[src/rtl/uart_irq_pkg.sv]
package uart_irq_pkg;
  // register interface geometry
  localparam int DATA_W  = 8;
  localparam int ADDR_W  = 3;
  // sources with an enable bit, plus the timeout qualifier
  localparam int NUM_SRC = 4;
  localparam int PEND_W  = NUM_SRC + 1;
  localparam int ERR_W   = 4;
  localparam int DELTA_W = 4;
  localparam int CODE_W  = 3;

  // pending / enable bit positions (shared with the enable register layout)
  localparam int SRC_RX    = 0;
  localparam int SRC_THR   = 1;
  localparam int SRC_LINE  = 2;
  localparam int SRC_MODEM = 3;
  localparam int SRC_TMO   = 4;

  // identification codes for bits 3:1
  localparam logic [CODE_W-1:0] CODE_LINE  = 3'b011;
  localparam logic [CODE_W-1:0] CODE_RX    = 3'b010;
  localparam logic [CODE_W-1:0] CODE_TMO   = 3'b110;
  localparam logic [CODE_W-1:0] CODE_THR   = 3'b001;
  localparam logic [CODE_W-1:0] CODE_MODEM = 3'b000;

  // host-visible register addresses
  localparam logic [ADDR_W-1:0] A_ENABLE = 3'd1;
  localparam logic [ADDR_W-1:0] A_IDENT  = 3'd2;
  localparam logic [ADDR_W-1:0] A_LINE   = 3'd5;
  localparam logic [ADDR_W-1:0] A_MODEM  = 3'd6;

  // identification low nibble that retires the transmit source on read
  localparam logic [3:0] IDENT_THR_NIB = {CODE_THR, 1'b0};

  typedef logic [PEND_W-1:0]  pend_t;
  typedef logic [NUM_SRC-1:0] enab_t;
endpackage

[src/rtl/uart_irq_flags.sv]
module uart_irq_flags #(
  parameter int W = 4
) (
  input  logic         clk_i,
  input  logic         rst_ni,
  input  logic [W-1:0] set_i,
  input  logic         clr_i,
  output logic [W-1:0] q_o
);
  logic [W-1:0] flag_q;
  logic [W-1:0] flag_d;
  logic         flag_en;

  // a new event in the clearing cycle survives the clear
  always_comb begin
    flag_d  = clr_i ? '0 : flag_q;
    flag_d  = flag_d | set_i;
    flag_en = clr_i | (|set_i);
  end

  always_ff @(posedge clk_i or negedge rst_ni) begin
    if (!rst_ni) begin
      flag_q <= '0;
    end else if (flag_en) begin
      flag_q <= flag_d;
    end
  end

  assign q_o = flag_q;
endmodule

[src/rtl/uart_irq_pending.sv]
module uart_irq_pending
  import uart_irq_pkg::*;
(
  input  logic  clk_i,
  input  logic  rst_ni,
  input  pend_t set_i,
  input  pend_t clr_i,
  output pend_t pend_o
);
  pend_t pend_q;
  pend_t pend_d;
  logic  pend_en;

  for (genvar i = 0; i < PEND_W; i++) begin : g_src
    always_comb pend_d[i] = set_i[i] | (pend_q[i] & ~clr_i[i]);

    // a set pulse always leaves the source pending
    assert_set_wins_R11: assert property (@(posedge clk_i) disable iff (!rst_ni)
      set_i[i] |=> pend_o[i]);
  end

  always_comb pend_en = (|set_i) | (|clr_i);

  always_ff @(posedge clk_i or negedge rst_ni) begin
    if (!rst_ni) begin
      pend_q <= '0;
    end else if (pend_en) begin
      pend_q <= pend_d;
    end
  end

  assign pend_o = pend_q;
endmodule

[src/rtl/uart_irq_prio.sv]
module uart_irq_prio
  import uart_irq_pkg::*;
(
  input  pend_t             pend_i,
  input  enab_t             enab_i,
  input  logic              fifo_en_i,
  output logic              irq_o,
  output logic [DATA_W-1:0] ident_o
);
  enab_t             active;
  logic [CODE_W-1:0] code;
  logic              tmo_shown;

  always_comb begin
    active    = pend_i[NUM_SRC-1:0] & enab_i;
    tmo_shown = pend_i[SRC_TMO] & fifo_en_i;
    if (active[SRC_LINE]) begin
      code = CODE_LINE;
    end else if (active[SRC_RX]) begin
      code = tmo_shown ? CODE_TMO : CODE_RX;
    end else if (active[SRC_THR]) begin
      code = CODE_THR;
    end else begin
      code = CODE_MODEM;
    end
  end

  assign irq_o   = |active;
  assign ident_o = {{2{fifo_en_i}}, 2'b00, code, ~irq_o};
endmodule

[src/rtl/uart_irq_ident.sv]
module uart_irq_ident
  import uart_irq_pkg::*;
(
  input  logic              clk,
  input  logic              rst_n,
  input  logic              fifo_en,
  input  logic              thr_empty,
  input  logic              set_rx_avail,
  input  logic              clr_rx_avail,
  input  logic              set_rx_timeout,
  input  logic              clr_rx_timeout,
  input  logic              set_thr_req,
  input  logic              clr_thr_req,
  input  logic [ERR_W-1:0]  set_line_err,
  input  logic [DELTA_W-1:0] set_modem_delta,
  input  logic              reg_wr,
  input  logic              reg_rd,
  input  logic [ADDR_W-1:0] reg_addr,
  input  logic [DATA_W-1:0] reg_wdata,
  output logic [DATA_W-1:0] reg_rdata,
  output logic              irq
);
  // ---------------- reset: asynchronous assert, synchronous release
  logic [1:0] rst_sync_q;
  logic       rst_sn;

  always_ff @(posedge clk or negedge rst_n) begin
    if (!rst_n) begin
      rst_sync_q <= '0;
    end else begin
      rst_sync_q <= {rst_sync_q[0], 1'b1};
    end
  end
  assign rst_sn = rst_sync_q[1];

  // ---------------- access decode
  logic wr_enable, rd_ident, rd_line, rd_modem;

  always_comb begin
    wr_enable = reg_wr & (reg_addr == A_ENABLE);
    rd_ident  = reg_rd & (reg_addr == A_IDENT);
    rd_line   = reg_rd & (reg_addr == A_LINE);
    rd_modem  = reg_rd & (reg_addr == A_MODEM);
  end

  // ---------------- enable register
  enab_t enab_q;
  enab_t enab_d;

  always_comb enab_d = reg_wdata[NUM_SRC-1:0];

  always_ff @(posedge clk or negedge rst_sn) begin
    if (!rst_sn) begin
      enab_q <= '0;
    end else if (wr_enable) begin
      enab_q <= enab_d;
    end
  end

  logic unused_wdata_hi;
  assign unused_wdata_hi = ^reg_wdata[DATA_W-1:NUM_SRC];

  // ---------------- sticky status flags
  logic [ERR_W-1:0]   line_flags;
  logic [DELTA_W-1:0] modem_flags;
  logic               line_clr;

  always_comb line_clr = rd_line & (|line_flags);

  uart_irq_flags #(.W(ERR_W)) u_line_flags (
    .clk_i  (clk),
    .rst_ni (rst_sn),
    .set_i  (set_line_err),
    .clr_i  (line_clr),
    .q_o    (line_flags)
  );

  uart_irq_flags #(.W(DELTA_W)) u_modem_flags (
    .clk_i  (clk),
    .rst_ni (rst_sn),
    .set_i  (set_modem_delta),
    .clr_i  (rd_modem),
    .q_o    (modem_flags)
  );

  // ---------------- pending vector
  pend_t             pend_set, pend_clr, pend_q;
  logic [DATA_W-1:0] ident;

  always_comb begin
    pend_set            = '0;
    pend_set[SRC_RX]    = set_rx_avail | set_rx_timeout;
    pend_set[SRC_THR]   = set_thr_req | (wr_enable & reg_wdata[SRC_THR] & thr_empty);
    pend_set[SRC_LINE]  = |set_line_err;
    pend_set[SRC_MODEM] = |set_modem_delta;
    pend_set[SRC_TMO]   = set_rx_timeout;

    pend_clr            = '0;
    pend_clr[SRC_RX]    = clr_rx_avail;
    pend_clr[SRC_THR]   = clr_thr_req | (rd_ident & (ident[3:0] == IDENT_THR_NIB));
    pend_clr[SRC_LINE]  = line_clr;
    pend_clr[SRC_MODEM] = rd_modem;
    pend_clr[SRC_TMO]   = clr_rx_timeout | clr_rx_avail;
  end

  uart_irq_pending u_pending (
    .clk_i  (clk),
    .rst_ni (rst_sn),
    .set_i  (pend_set),
    .clr_i  (pend_clr),
    .pend_o (pend_q)
  );

  // ---------------- priority encode
  uart_irq_prio u_prio (
    .pend_i    (pend_q),
    .enab_i    (enab_q),
    .fifo_en_i (fifo_en),
    .irq_o     (irq),
    .ident_o   (ident)
  );

  // ---------------- read mux
  always_comb begin
    reg_rdata = '0;
    case (reg_addr)
      A_ENABLE: reg_rdata[NUM_SRC-1:0] = enab_q;
      A_IDENT:  reg_rdata              = ident;
      A_LINE:   reg_rdata[ERR_W:1]     = line_flags;
      A_MODEM:  reg_rdata[DELTA_W-1:0] = modem_flags;
      default:  reg_rdata              = '0;
    endcase
  end

  // ---------------- assertions
  assert_line_irq_R1: assert property (@(posedge clk) disable iff (!rst_sn)
    ((|set_line_err) && enab_q[SRC_LINE] && !wr_enable) |=> irq);

  assert_ident_retire_R5: assert property (@(posedge clk) disable iff (!rst_sn)
    (rd_ident && reg_rdata[3:0] == IDENT_THR_NIB && !set_thr_req && !reg_wr)
      |=> !pend_q[SRC_THR]);

  assert_enable_rearm_R6: assert property (@(posedge clk) disable iff (!rst_sn)
    (wr_enable && reg_wdata[SRC_THR] && thr_empty) |=> (pend_q[SRC_THR] && irq));

  assert_enable_upper_R7: assert property (@(posedge clk) disable iff (!rst_sn)
    (reg_addr == A_ENABLE) |-> (reg_rdata[DATA_W-1:NUM_SRC] == '0));

  assert_line_clear_R8: assert property (@(posedge clk) disable iff (!rst_sn)
    (rd_line && set_line_err == '0) |=> (line_flags == '0 && !pend_q[SRC_LINE]));

  assert_modem_clear_R9: assert property (@(posedge clk) disable iff (!rst_sn)
    (rd_modem && set_modem_delta == '0) |=> (modem_flags == '0 && !pend_q[SRC_MODEM]));

  assert_fifo_off_R10: assert property (@(posedge clk) disable iff (!rst_sn)
    (!fifo_en && reg_addr == A_IDENT) |-> (reg_rdata[7:6] == 2'b00 && !reg_rdata[3]));
endmodule

[config.mk]
export PLATFORM = sky130hd
export DESIGN_NAME = uart_irq_ident
export DESIGN_NICKNAME = d
export VERILOG_FILES = /design/src/rtl/uart_irq_pkg.sv /design/src/rtl/uart_irq_flags.sv /design/src/rtl/uart_irq_pending.sv /design/src/rtl/uart_irq_prio.sv /design/src/rtl/uart_irq_ident.sv
export SDC_FILE = /design/constraint.sdc
export NUM_CORES = 1
export LEC_CHECK = 0
export ABC_AREA = 1
export CORE_MARGIN = 3
export CORE_UTILIZATION = 46
export DETAILED_ROUTE_END_ITERATION = 8
export PLACE_DENSITY = 0.83
export SYNTH_ARGS = -nofsm -noshare
export SYNTH_HDL_FRONTEND = slang
export SYNTH_SLANG_ARGS = --single-unit
[constraint.sdc]
create_clock -name clk -period 1.6 [get_ports clk]
set_input_delay 0.24 -clock clk [delete_from_list [all_inputs] [get_ports clk]]
set_output_delay 0.24 -clock clk [all_outputs]
set_load 0.05 [all_outputs]
# --- Word level (Yosys, flattened, before mapping) ---
# Index checks and enable logic that the tools add are counted.
totals:
  regBits: 19
  wordCells: 61
  output_inout_bits: 9
  inputBits: 31
op_classes:
  n_mux: 10
  n_reduce_logical: 6
  eq_ne: 5
  bitwise_logic: 35
ops:
  columns: ["op", "count"]
  rows:
  - ["OR reduction 4 bit", 4]
  - ["AND 1 bit", 14]
  - ["2-to-1 mux 3 bit", 4]
  - ["OR 1 bit", 12]
  - ["case mux 3 bit (4 select lines)", 1]
  - ["OR reduction 11 bit", 1]
  - ["2-to-1 mux 4 bit", 2]
  - ["OR 4 bit", 2]
  - ["== test 3 bit, second input constant", 2]
  - ["inverter 1 bit", 6]
  - ["OR reduction 5 bit", 1]
  - ["AND 4 bit", 1]
  - ["== test 4 x 2 -> 1 bit, second input constant", 1]
  - ["== test 3 x 1 -> 1 bit, second input constant", 1]
  - ["== test 3 x 2 -> 1 bit, second input constant", 1]
  - ["case mux 1 bit (3 select lines)", 1]
  - ["2-to-1 mux 1 bit", 2]

# --- Logic depth before layout (Yosys ltp) ---
# Gate-level depths: netlist of run 1.
depth:
  word_depth: 10
  mapped_depth: 8

# --- Modules after synthesis ---
# A second synthesis of run 1 with hierarchy kept.
hier_totals:
  hier_cells: 179
  hier_area_um2: 1221.2
modules_own_cells:
  columns: ["module", "seq_area_each_um2", "area_each_um2", "cells_per_inst", "instances"]
  rows:
  - ["uart_irq_ident", 150.1, 616.8, 98, 1]
  - ["uart_irq_flags", 100.1, 148.9, 17, 2]
  - ["uart_irq_pending", 125.1, 200.2, 25, 1]
  - ["uart_irq_prio", 0.0, 106.4, 22, 1]

# --- Least setup slack after synthesis of run 1 ---
# OpenSTA, ideal clock, no wires.
synth_timing:
  path_kind: "in2out"
  startpoint: "in reg_addr[0]"
  endpoint: "out reg_rdata[7]"
  required_time_ns: 1.360
  arrival_time_ns: 1.608
  setup_slack_ns: -0.248
  path_buffers: 1
  cell_stages: 5
  cell_sequence: "inv_1 -> ha_1 -> nand2_2 -> nor2_1 -> buf_4"
synth_between:
  elab_chain_len: 2
synth_rtl:
  columns: ["element", "line", "rtl"]
  rows:
  - ["start: declaration", "uart_irq_ident.sv:18", "input logic [ADDR_W-1:0] reg_addr,"]
  - ["== test 3 x 2 -> 1 bit", "uart_irq_ident.sv:126", "case (reg_addr)"]
  - ["2-to-1 mux 3 bit", "uart_irq_ident.sv:126", null]
  - ["end: declaration", "uart_irq_ident.sv:20", "output logic [DATA_W-1:0] reg_rdata,"]
# No other way between the ends.

# --- Final worst setup path of run 1 ---
layout_timing:
  startpoint: "reg enab_q[0]"
  endpoint: "out reg_rdata[0]"
layout_between:
  elab_chain_len: 4
layout_rtl:
  columns: ["element", "line", "rtl"]
  rows:
  - ["start: declaration", "uart_irq_ident.sv:47", "enab_t enab_q;"]
  - ["start signal: assignment", "uart_irq_ident.sv:56", "enab_q <= enab_d;"]
  - ["AND 4 bit", "uart_irq_prio.sv:15", "active = pend_i[NUM_SRC-1:0] & enab_i;"]
  - ["OR reduction 4 bit", "uart_irq_prio.sv:28", "assign irq_o = |active;"]
  - ["inverter 1 bit", "uart_irq_prio.sv:29", "assign ident_o = {{2{fifo_en_i}}, 2'b00, code, ~irq_o};"]
  - ["case mux 1 bit (3 select lines) *", "uart_irq_ident.sv:126", null]
# Mark *: on every way between the ends. The rest lies on a longest branch, timed or not.

==> results of run 1 <==
state kept, by name, indices dropped and copies added (netlist names):
name / count
enab_q: 4
rst_sync_q: 2
u_line_flags.q_o: 4
u_modem_flags.q_o: 4
u_pending.pend_o: 5
cell usage after synthesis:
cell,count
o21ai_0,3
nand2_2,3
o21bai_1,8
nand3_2,1
nor2_2,3
nor2_1,13
conb_1,2
nand4_1,1
a21oi_1,2
clkinv_2,1
nor4_1,2
ha_1,3
buf_4,2
nor2_4,2
inv_2,4
o21ai_1,1
dfrtp_1,19
a31oi_1,1
a21o_1,1
nand2_1,36
inv_1,22
nand3_1,7
path summary, 6_finish.rpt:
kind                                         startpoint                               end  slack, ps  cells past startpoint
worst max-delay path              enab_q[0]$_DFFE_PN0N_                      reg_rdata[0]        -40                      6
worst min-delay path                              rst_n           rst_sync_q[0]$_DFF_PN0_         80                      1
worst max register to register    enab_q[0]$_DFFE_PN0N_   u_pending.pend_o[1]$_DFFE_PN0P_        600                      7
worst min register to register  rst_sync_q[1]$_DFF_PN0_             enab_q[0]$_DFFE_PN0N_        290                      0
max in group asynchronous       rst_sync_q[1]$_DFF_PN0_  u_modem_flags.q_o[1]$_DFFE_PN0P_        860                      0
min in group clk                rst_sync_q[0]$_DFF_PN0_           rst_sync_q[1]$_DFF_PN0_        370                      0
power by group:
group	internal [mW]	switching, mW
logic	0.209	0.227
clock network	0.0972	0.147
registers	0.513	0.0315
total	0.819	0.405
final cells by class:
class / count / area (µm²) / share of cell area
Tap cell: 27 / 33.8 / 0.0201
Inverter: 27 / 103 / 0.0609
Clock buffer: 4 / 26.3 / 0.0156
Timing Repair Buffer: 45 / 498 / 0.296
Sequential cell: 19 / 475 / 0.282
Multi-Input combinational cell: 89 / 548 / 0.325
worst register-to-register path: stages, from the launching register on:
cell and delay (ps):
dfrtp_1 420, nand2_2 100, buf_4 110, nand3_1 60, inv_1 50, nand2_1 40
nand3_1 60, nand2_1 50
through the flow:
stage | setup slack (ps) | total power [mW] | util | hold slack (ps) | setup TNS (ps)
6_report | -45.0 | 1.22 | 0.817 | 81.6 | -129
5_1_grt | -139 | 1.28 | 0.817 | 74.4 | -465
4_1_cts | -39.4 | 1.21 | 0.799 | 81.5 | -65.8
3_5_place_dp | -406 | 0.921 | 0.750 | 309 | -3000
3_3_place_gp | -335 | 0.910 | 0.750 | 284 | -1980
2_1_floorplan | 21.2 | 0.734 | - | -55.6 | 0
repair_timing:
item	CTS	global route
resized for setup	25	6
pin swaps	8	5
setup buffers	4	1
endpoints found under the setup margin	7	6
layout by cell type (no fill, tap or decap), types with 2 or more instances in the layout:
cell / Yosys / layout
a21oi_2: 0 / 2
buf_12: 0 / 8
buf_4: 2 / 11
clkbuf_4: 0 / 3
clkdlybuf4s50_1: 0 / 23
conb_1: 2 / 2
dfrtp_1: 19 / 19
ha_4: 0 / 2
inv_1: 22 / 18
inv_2: 4 / 8
nand2_1: 36 / 33
nand2_2: 3 / 5
nand3_1: 7 / 6
nand3_2: 1 / 2
nor2_1: 13 / 8
nor2_2: 3 / 3
nor2_4: 2 / 7
nor4_1: 2 / 2
o21ai_0: 3 / 2
o21bai_1: 8 / 8
cell families (layout without fill, tap and decap cells):
group,after synthesis,in the layout,share of synthesized area
AO/OA/AOI/OAI,16,16,0.0989
adder cells (fa/ha/maj),3,3,0.0358
buffers and inverters,29,76,0.112
flip-flops,19,19,0.453
other,2,2,0.00715
AND/OR/NAND/NOR,68,68,0.293
routing by layer:
layer  up-vias  GRT usage  wire [µm]
li1        512          -          -
met1       481      0.232       1080
met2        33      0.359       1450
met3         8     0.0305        136
met4         0      0.119         63
met5         -          0          0
==> metrics.sh, run 1 <==
ANTENNA_LEFT=0
TRITONCTS_CLOCK_TREE='done'
WORST-PATH-BUF-INV=2
TIMING.CRITICAL_PATH.FANOUT_MAX=3
GRT.TOTAL_USAGE=0.204
GR-TOTAL-OVERFLOW=0
HP-CLASS='input pin to asynchronous set/reset pin'
GRT_FIRST_PASS_WIRELENGTH_UM=4230
SYNTH.TOP_CELL.AREA_SHARE=0.453
START_UTIL=0.509
ROW_COUNT=16
WORSTSETUPENDPOINTTYPE='output pin'
PERIOD_MINUS_SLACK_PS=1640
NUM_ANTENNA_CELLS=0
CLOCK_SKEWS_PS=7.26
DRV.MAX_CAP_VIOLATION_COUNT=0
TOP_LEVEL_PORTS=40
SYNTH_TOP_CELL_BY_AREA='dfrtp_1'
TIMING.FINAL.MAX_SLEW_VIOLATIONS=0
PLACED_CELL_AREA_MM2=0.00155
CRITPATHKIND='flop to output pin'
DRTITER0DRC=22
ROUTE.FINAL.WIRE_LENGTH_UM=2730
POST-ROUTE-WORST-SETUP-SLACK_PS=-45.0
POWER.DENSITY_CELL_AREA_mW_PER_MM2=727
DP_HPWL_UM=2020
CTS_HTREE_LEVELS=1
SYNTH.FF_LATCH_COUNT=19
FP.DIEAREA_MM2=0.00289
LAYOUT-AREA-OVERHEAD-VS-SYNTH_PCT=60.4
LAYOUT.NETS=219
AVERAGE_FOOTPRINT_OF_A_SYNTHESIZED_CELL_UM2=7.66
CLOCK_TREE.BUFFER_DEPTH=2
DRTPASS1ITERATIONS=4
DIE_EXTENT_IN_Y_UM=53.8
NUMBER_OF_ANTENNA_VIOLATIONS_AT_THE_FIRST_CHECK_IN_GLOBAL_ROUTING=0
WORST_EP_REQUIRED_TIME_PS=1360
RSZ0062_AT_GRT='yes'
TIMING.FINAL.CRIT_SHARE=1.03
CTS_HOLD_BUFFERS=0
SETUP.WORST_PATH.START_CLASS='flop'
CORE_AREA_MM2=0.00206
BIGGEST_CELL_DELAY_ALONG_THE_CRITICAL_PATH_PS=420
TIGHTESTPINTRANSITION_PS=692
SLEW-LIMIT-HEADROOM=0.538
NUMCTSBUFFERS=3
FMAX_MHz=608
WORST_EP_ARRIVAL_TIME_PS=1400
VIAS_PER_CELL=4.90
NETLIST_INSTANCES=137
VIOLATIONS='setup timing'
GRT_START_MAX_NET_PINS=18
STATUS='finished with violations'
PATH_CLK_SLEW_PS=110
FINALSETUPVIOLCOUNT=4
FIRST_GLOBAL_VIAS=1025
YOSYSWARNINGCOUNT=0
INSTANCES_NO_FILL=211
CRITICAL_PATH.CELL_CHAIN='nand2_2, nand2_1, inv_2, nand3_2, a21oi_2, buf_12'
SYN_AREA_MM2=0.00105
CTS_SINKS=19
YS_TYPES=22
SYNTH-SEQ-AREA-SHARE=0.453
HOLD_VIOLATIONS=0
CLK_LATENCY_PS=300
ROUTED_WIRE_LENGTH_PER_INSTANCE_UM=12.9
PLACE_CONGESTION=0.857
IO_BUFFER_COUNT=34
VIAS=1034
FINAL_LAYOUT_SIZE_SUFFIX_GT1_FRAC=0.304
IR_DROP_WORST_CASE_VDD_mV=0.655
SYN-NUM-NETS=171
REMAINING_DRC_ERRORS=0
PLACE_INST=202
POWER_LEAKAGE_nW=0.862
DIE_W_UM=53.8
CRITICAL-PATH-SLOWEST-CELL='dfrtp_1'
CP_TOP_FAMILY='flip-flops'
POST_SYNTH_MAIN_AREA_CONTRIBUTORS='dfrtp_1 45%, nand2_1 13%, inv_1 7.9%, o21bai_1 5.7%, nor2_1 4.6%'
CTS_ROOT_BUFFER='clkbuf_4'
LAYOUT.FILLER_CELLS=133
FINISH.INSTANCE_AREA_MM2=0.00168
Power figures use the tool's default switching activity.
==> run 2: changes to the inputs <==
HOLD_SLACK_MARGIN = 0.05   (was not set)
PLACE_DENSITY = 0.86   (was 0.83)
==> run 2 against run 1 <==
Hold slack improved by 14 ps. Core utilization is 0.36 points lower. Clock skew decreased by 0.75 ps. Clock power is essentially flat. Largest power group unchanged. The flow still finishes with violations (setup timing). Count of clock-buffer cells in the layout did not move. Global-route usage is 1.4 points higher. Cell count rose by 0.47%. Worst setup slack better by 17 ps.
==> metrics.sh, run 2 (synthesized netlist as in run 1, its figures left out) <==
ROUTEDLENGTHMET1_UM=1110  # +3.0%
DRV.MAX_CAP_VIOLATION_COUNT=0  # unchanged
IO_BUFFER_COUNT=34  # unchanged
INTERNAL_POWER_mW=0.825  # +0.81%
DIE_EXTENT_IN_Y_UM=53.8  # unchanged
NETSWITCHINGFRACTION=0.328  # -0.00339
ANTENNA_LEFT=0  # unchanged
HOLD-WORST-SLACK_PS=96.0  # +14.4 ps
TOTAL_SWITCHING_POWER_mW=0.402  # -0.73%
POWER.DENSITY_CELL_AREA_mW_PER_MM2=732  # +0.75%
TIMING.FINAL.CRIT_SHARE=1.02  # -0.0107
CP_TOP_FAMILY='flip-flops'
TIMING.CRITICAL_PATH.FANOUT_MAX=3  # unchanged
ROUTE.FINAL.WIRE_LENGTH_UM=2820  # +3.3%
ROUTE.MET3.WL_UM=155  # +14%
POST-ROUTE-WORST-SETUP-SLACK_PS=-27.8  # +17.2 ps
GRT_FIRST_PASS_WIRELENGTH_UM=4550  # +7.5%
DRTITER0DRC=25  # +14%
SLEW-LIMIT-HEADROOM=0.543  # +0.00453
CRITICAL-PATH-SLOWEST-CELL='dfrtp_1'
DRTPASS1ITERATIONS=5  # +1
WORST-R2R-CELL-COUNT=8  # +1
GRT_START_MAX_NET_PINS=18  # unchanged
PWR-SHARE-CLK=0.197  # -0.002
SETUP.WORST_PATH.START_CLASS='flop'
PLACED_CELL_AREA_MM2=0.00155  # unchanged
WORST_EP_ARRIVAL_TIME_PS=1390  # about the same
DP_HPWL_UM=2100  # +4.3%
CRITPATHKIND='flop to output pin'
POWER_FRAC_SEQ=0.441  # -0.004
GR-TOTAL-OVERFLOW=0  # unchanged
BIGGEST_CELL_DELAY_ALONG_THE_CRITICAL_PATH_PS=410  # about the same
LAYOUT-AREA-OVERHEAD-VS-SYNTH_PCT=59.7
TRITONCTS_CLOCK_TREE='done'
WL_MET2_UM=1520  # +4.9%
CLK_LATENCY_PS=300  # about the same
PLACE_CONGESTION=0.903  # +5.5%
STATUS='finished with violations'
RR_STARTPOINT='u_pending.pend_o[0]$_DFFE_PN0P_'
REMAINING_DRC_ERRORS=0  # unchanged
CORE_AREA_MM2=0.00206  # unchanged
FP.DIEAREA_MM2=0.00289  # unchanged
FINISH.INSTANCE_AREA_MM2=0.00168  # -0.45%
CRITICAL_PATH.CELL_CHAIN='nand2_2, inv_2, o21ai_2, nand2_1, a21oi_2, buf_12'
NUM_ANTENNA_CELLS=0  # unchanged
INSTANCES_NO_FILL=212  # +0.47%
POWER_LEAKAGE_nW=0.865  # +0.31%
CLOCK_SKEWS_PS=6.52  # -0.749 ps
TIMING.RR.END='u_pending.pend_o[1]$_DFFE_PN0P_'
DIE_W_UM=53.8  # unchanged
LAYOUT.NETS=220  # +0.46%
FIRST_GLOBAL_VIAS=1102  # +7.5%
NUMBER_OF_ANTENNA_VIOLATIONS_AT_THE_FIRST_CHECK_IN_GLOBAL_ROUTING=0  # unchanged
VIAS_PER_CELL=5.06  # +3.2%
PLACE_INST=202  # unchanged
FINAL_LAYOUT_SIZE_SUFFIX_GT1_FRAC=0.292  # -0.0125
DESIGN_POWER_TOTAL_mW=1.23  # +0.30%
MOSTFREQUENTLAYOUTCELLS='34 x nand2_1, 23 x clkdlybuf4s50_1, 19 x dfrtp_1, 18 x inv_1, 12 x buf_4'
TNS_PS=-77.0  # +51.7 ps
HOLD_VIOLATIONS=0  # unchanged
HP-CLASS='input pin to asynchronous set/reset pin'
COMBINATIONALPOWERSHARE=0.362  # +0.006
START_UTIL=0.509  # unchanged
IR_DROP_WORST_CASE_VDD_mV=0.824  # +26%
PATH_CLK_SLEW_PS=100  # about the same
TIGHTESTPINTRANSITION_PS=686  # -6.79 ps
FMAX_MHz=614  # +1.1%
FINALSETUPVIOLCOUNT=4  # unchanged
WORST-PATH-BUF-INV=2  # unchanged
GRT.TOTAL_USAGE=0.218  # +0.0135
REG2REG_SETUP_SLACK_PS=500  # -100 ps
WORST_EP_REQUIRED_TIME_PS=1360  # about the same
PERIOD_MINUS_SLACK_PS=1630  # -17.2 ps
HIGHEST_LAYER_USED_FOR_SIGNAL_ROUTING='met4'
WORSTSETUPENDPOINTTYPE='output pin'
RSZ0062_AT_GRT='yes'
ROUTED_WIRE_LENGTH_PER_INSTANCE_UM=13.3  # +2.9%
TOP_LEVEL_PORTS=40  # unchanged
CTS_SINKS=19  # unchanged
NUMCTSBUFFERS=3  # unchanged
CTS_HOLD_BUFFERS=0  # unchanged
VIAS=1072  # +3.7%
ROW_COUNT=16  # unchanged
TIMING.FINAL.MAX_SLEW_VIOLATIONS=0  # unchanged
CTS_HTREE_LEVELS=1  # unchanged
CTS_ROOT_BUFFER='clkbuf_4'
LARGEST_REGISTER_FF_COUNT=5  # unchanged
MOST_FREQUENT_STANDARD_CELL_IN_THE_LAYOUT_EXCLUDING_FILL_AND_TAP_CELLS='nand2_1'
VIOLATIONS='setup timing'
CLOCK_TREE.BUFFER_DEPTH=2  # unchanged
==> run 2: cell type report <==
type | count | area (µm²)
sequential | 19 | 475
clock buffer | 4 | 26.3
multi-input combinational | 89 | 533
tap | 27 | 33.8
inverter | 27 | 103
fill | 135 | 385
timing repair buffer | 46 | 505
==> run 2: power by group through the flow <==
| stage | registers [mW] | logic [mW] | clock network [mW] |
|---|---|---|---|
| after floorplan | 0.543 | 0.191 | 0 |
| after global placement | 0.553 | 0.356 | 0 |
| after detailed placement | 0.555 | 0.368 | 0 |
| after CTS | 0.541 | 0.420 | 0.242 |
| after global routing | 0.547 | 0.475 | 0.275 |
| final | 0.542 | 0.444 | 0.241 |
==> run 2: worst max-delay path by stage <==
stage                                          from  cells after the start  slack, ps           end
finish              u_pending.pend_o[0]$_DFFE_PN0P_                      6        -30  reg_rdata[1]
global route        u_pending.pend_o[0]$_DFFE_PN0P_                      6       -130  reg_rdata[1]
CTS                           enab_q[0]$_DFFE_PN0N_                      6        -30  reg_rdata[1]
detailed placement                      reg_addr[1]                     10       -420  reg_rdata[0]
global placement                        reg_addr[1]                     10       -340  reg_rdata[0]
floorplan                               reg_addr[0]                      5         20  reg_rdata[7]
==> run 2: worst register-to-register path, cell delays in order, from the launching register on <==
cell and delay [ps]:
dfrtp_1 410, nand2_2 110, buf_4 120, buf_4 90, nand3_1 60, inv_1 60, nand2_1 40, nand3_1 60
nand2_1 50
==> run 2: routing by layer <==
| layer | vias up | track usage |
|---|---|---|
| li1 | 512 | - |
| met1 | 507 | 0.241 |
| met2 | 47 | 0.419 |
| met3 | 6 | 0.0222 |
| met4 | 0 | 0.0809 |
| met5 | - | 0 |
==> run 2: per-stage QoR <==
| step | utilization | setup WS, ps |
|---|---|---|
| global route | 0.813 | -130 |
| global placement | 0.750 | -340 |
| detailed placement | 0.750 | -416 |
| floorplan | - | 21.2 |
| CTS | 0.799 | -28.6 |
| finish | 0.813 | -27.8 |
==> run 2: repair_timing <==
item / 4_1_cts / 5_1_grt
pin swaps: 6 / 4
buffers inserted: 5 / 1
gates resized for setup: 21 / 5
cloned: 0 / 0
setup endpoints to repair: 7 / 6
==> run 3: changes to the inputs <==
PLACE_DENSITY = 0.83   (was 0.86)
SETUP_SLACK_MARGIN = 0.5   (was not set)
==> run 3 against run 2 <==
The flow still finishes with violations (setup timing). Combinational power increased by 18%. Via count increased by 7.1%. Clock power increased by 2%. Flip-flop and latch count unchanged. Non-clock buffer count increased by 6. Hold slack got worse by 13 ps. Critical path type is now input pin to output pin. Largest cell class unchanged.
==> metrics.sh, run 3 (synthesized netlist as in run 1, its figures left out) <==
SETUP.WORST_PATH.START_CLASS='input pin'
TIMING.FINAL.CRIT_SHARE=1.05  # +0.0279
DRV.MAX_CAP_VIOLATION_COUNT=0  # unchanged
HOLD-WORST-SLACK_PS=83.5  # -12.5 ps
TOP_LEVEL_PORTS=40  # unchanged
IR_DROP_WORST_CASE_VDD_mV=0.776  # -5.8%
HP-CLASS='input pin to asynchronous set/reset pin'
GR-TOTAL-OVERFLOW=0  # unchanged
NUMBER_OF_ANTENNA_VIOLATIONS_AT_THE_FIRST_CHECK_IN_GLOBAL_ROUTING=0  # unchanged
NUMCTSBUFFERS=3  # unchanged
CTS_SINKS=19  # unchanged
LARGEST_REGISTER_FF_COUNT=5  # unchanged
SLEW-LIMIT-HEADROOM=0.534  # -0.00850
LAYOUT.NETS=226  # +2.7%
DRTITER0DRC=16  # -36%
TIMING.RR.END='u_pending.pend_o[1]$_DFFE_PN0P_'
REMAINING_DRC_ERRORS=0  # unchanged
WORST-R2R-CELL-COUNT=7  # -1
INSTANCES_NO_FILL=218  # +2.8%
POWER.DENSITY_CELL_AREA_mW_PER_MM2=704  # -3.8%
ROUTED_WIRE_LENGTH_PER_INSTANCE_UM=16.4  # +23%
VIAS_PER_CELL=5.27  # +4.1%
STATUS='finished with violations'
WORST_EP_REQUIRED_TIME_PS=1360  # about the same
START_UTIL=0.509  # unchanged
CORE_AREA_MM2=0.00206  # unchanged
GRT_START_MAX_NET_PINS=18  # unchanged
FINAL_LAYOUT_SIZE_SUFFIX_GT1_FRAC=0.393  # +0.101
VIOLATIONS='setup timing'
CTS_HOLD_BUFFERS=0  # unchanged
GRT_FIRST_PASS_WIRELENGTH_UM=4950  # +9.0%
REG2REG_SETUP_SLACK_PS=570  # +70 ps
LAYOUT-AREA-OVERHEAD-VS-SYNTH_PCT=77.8
CLOCK_TREE.BUFFER_DEPTH=2  # unchanged
CLK_LATENCY_PS=300  # about the same
MOST_FREQUENT_STANDARD_CELL_IN_THE_LAYOUT_EXCLUDING_FILL_AND_TAP_CELLS='nand2_1'
WORST_EP_ARRIVAL_TIME_PS=1430  # +40 ps
POST-ROUTE-WORST-SETUP-SLACK_PS=-72.5  # -44.7 ps
ROUTE.FINAL.WIRE_LENGTH_UM=3570  # +27%
ROW_COUNT=16  # unchanged
ANTENNA_LEFT=0  # unchanged
RSZ0062_AT_GRT='yes'
PLACE_CONGESTION=0.863  # -4.5%
WORSTSETUPENDPOINTTYPE='output pin'
TIGHTESTPINTRANSITION_PS=698  # +12.8 ps
DIE_W_UM=53.8  # unchanged
PATH_CLK_SLEW_PS=110  # about the same
CTS_HTREE_LEVELS=1  # unchanged
DIE_EXTENT_IN_Y_UM=53.8  # unchanged
FP.DIEAREA_MM2=0.00289  # unchanged
RR_STARTPOINT='u_pending.pend_o[0]$_DFFE_PN0P_'
POST-PLACE-WS_PS=-468  # -51.7 ps
CTS_ROOT_BUFFER='clkbuf_4'
IO_BUFFER_COUNT=34  # unchanged
GRT.TOTAL_USAGE=0.243  # +0.0249
CRITPATHKIND='input pin to output pin'
HOLD_VIOLATIONS=0  # unchanged
TIMING.FINAL.MAX_SLEW_VIOLATIONS=0  # unchanged
PLACE_INST=202  # unchanged
POWER_LEAKAGE_nW=0.932  # +7.8%
FIRST_GLOBAL_VIAS=1130  # +2.5%
CLOCK_SKEWS_PS=1.82  # -4.70 ps
NUM_ANTENNA_CELLS=0  # unchanged
TIMING.CRITICAL_PATH.FANOUT_MAX=3  # unchanged
FMAX_MHz=598  # -2.7%
DESIGN_POWER_TOTAL_mW=1.31  # +7.1%
DP_HPWL_UM=2280  # +8.5%
FINALSETUPVIOLCOUNT=4  # unchanged
TRITONCTS_CLOCK_TREE='done'
MOSTFREQUENTLAYOUTCELLS='28 x nand2_1, 22 x clkdlybuf4s50_1, 19 x dfrtp_1, 15 x inv_1, 12 x buf_4'
PERIOD_MINUS_SLACK_PS=1670  # +44.7 ps
DRTPASS1ITERATIONS=4  # -1
VIAS=1148  # +7.1%
==> run 3: cell types whose count changed in the layout (fill, tap and decap cells not counted), moves of 2 or more <==
cell / change
nand2_2: +5
inv_1: -3
buf_6: +6
nor2_4: +5
nor2_1: -4
inv_12: +2
nand2_1: -6
==> run 3: per-layer routing <==
metal / track usage / wire length (µm) / vias to the layer above
met1: 0.257 / 1310 / 546
li1: - / - / 523
met4: 0.149 / 194 / 0
met3: 0.0416 / 215 / 18
met2: 0.442 / 1840 / 61
met5: 0 / 0 / -
==> run 3: through the flow <==
step | utilization | setup TNS (ps) | instance area [µm²]
floorplan | - | 0 | 1170
global placement | 0.805 | -2170 | 1660
detailed placement | 0.805 | -2850 | 1660
CTS | 0.866 | -118 | 1790
global route | 0.905 | -413 | 1870
finish | 0.905 | -216 | 1870
==> run 3: worst max path at each step <==
stage | start | end | slack (ps) | cells after the start
3_5_place_dp | reg_addr[0] | reg_rdata[2] | -470 | 11
6_report | reg_addr[1] | reg_rdata[0] | -70 | 11
4_1_cts | enab_q[0]$_DFFE_PN0N_ | reg_rdata[1] | -70 | 6
5_1_grt | u_pending.pend_o[2]$_DFFE_PN0P_ | reg_rdata[0] | -120 | 6
3_3_place_gp | reg_addr[0] | reg_rdata[0] | -350 | 10
2_1_floorplan | reg_addr[1] | reg_rdata[0] | 270 | 8
==> run 3: where the power goes <==
group	switching [mW]	internal (mW)
sequential	0.0314	0.513
combinational	0.278	0.246
clock	0.150	0.0972
==> run 3: final cells by class <==
type                            instances  area, µm²
Multi-Input combinational cell         89        608
Timing Repair Buffer                   52        593
Sequential cell                        19        475
Fill cell                              86        195
Inverter                               27        130
Tap cell                               27       33.8
Clock buffer                            4       26.3
==> run 3: worst max-delay path, stage by stage <==
cell	delay [ps]
buf_6	90
buf_8	130
inv_12	50
ha_4	150
inv_2	50
nor2_4	140
nand2_2	80
o21ai_1	100
inv_1	90
a21oi_4	170
buf_12	150
==> run 3: repair_timing <==
item,4_1_cts,5_1_grt
resized for setup,31,12
setup endpoints to repair,23,8
gates cloned,0,0
buffers inserted,6,6
pin swaps,15,16
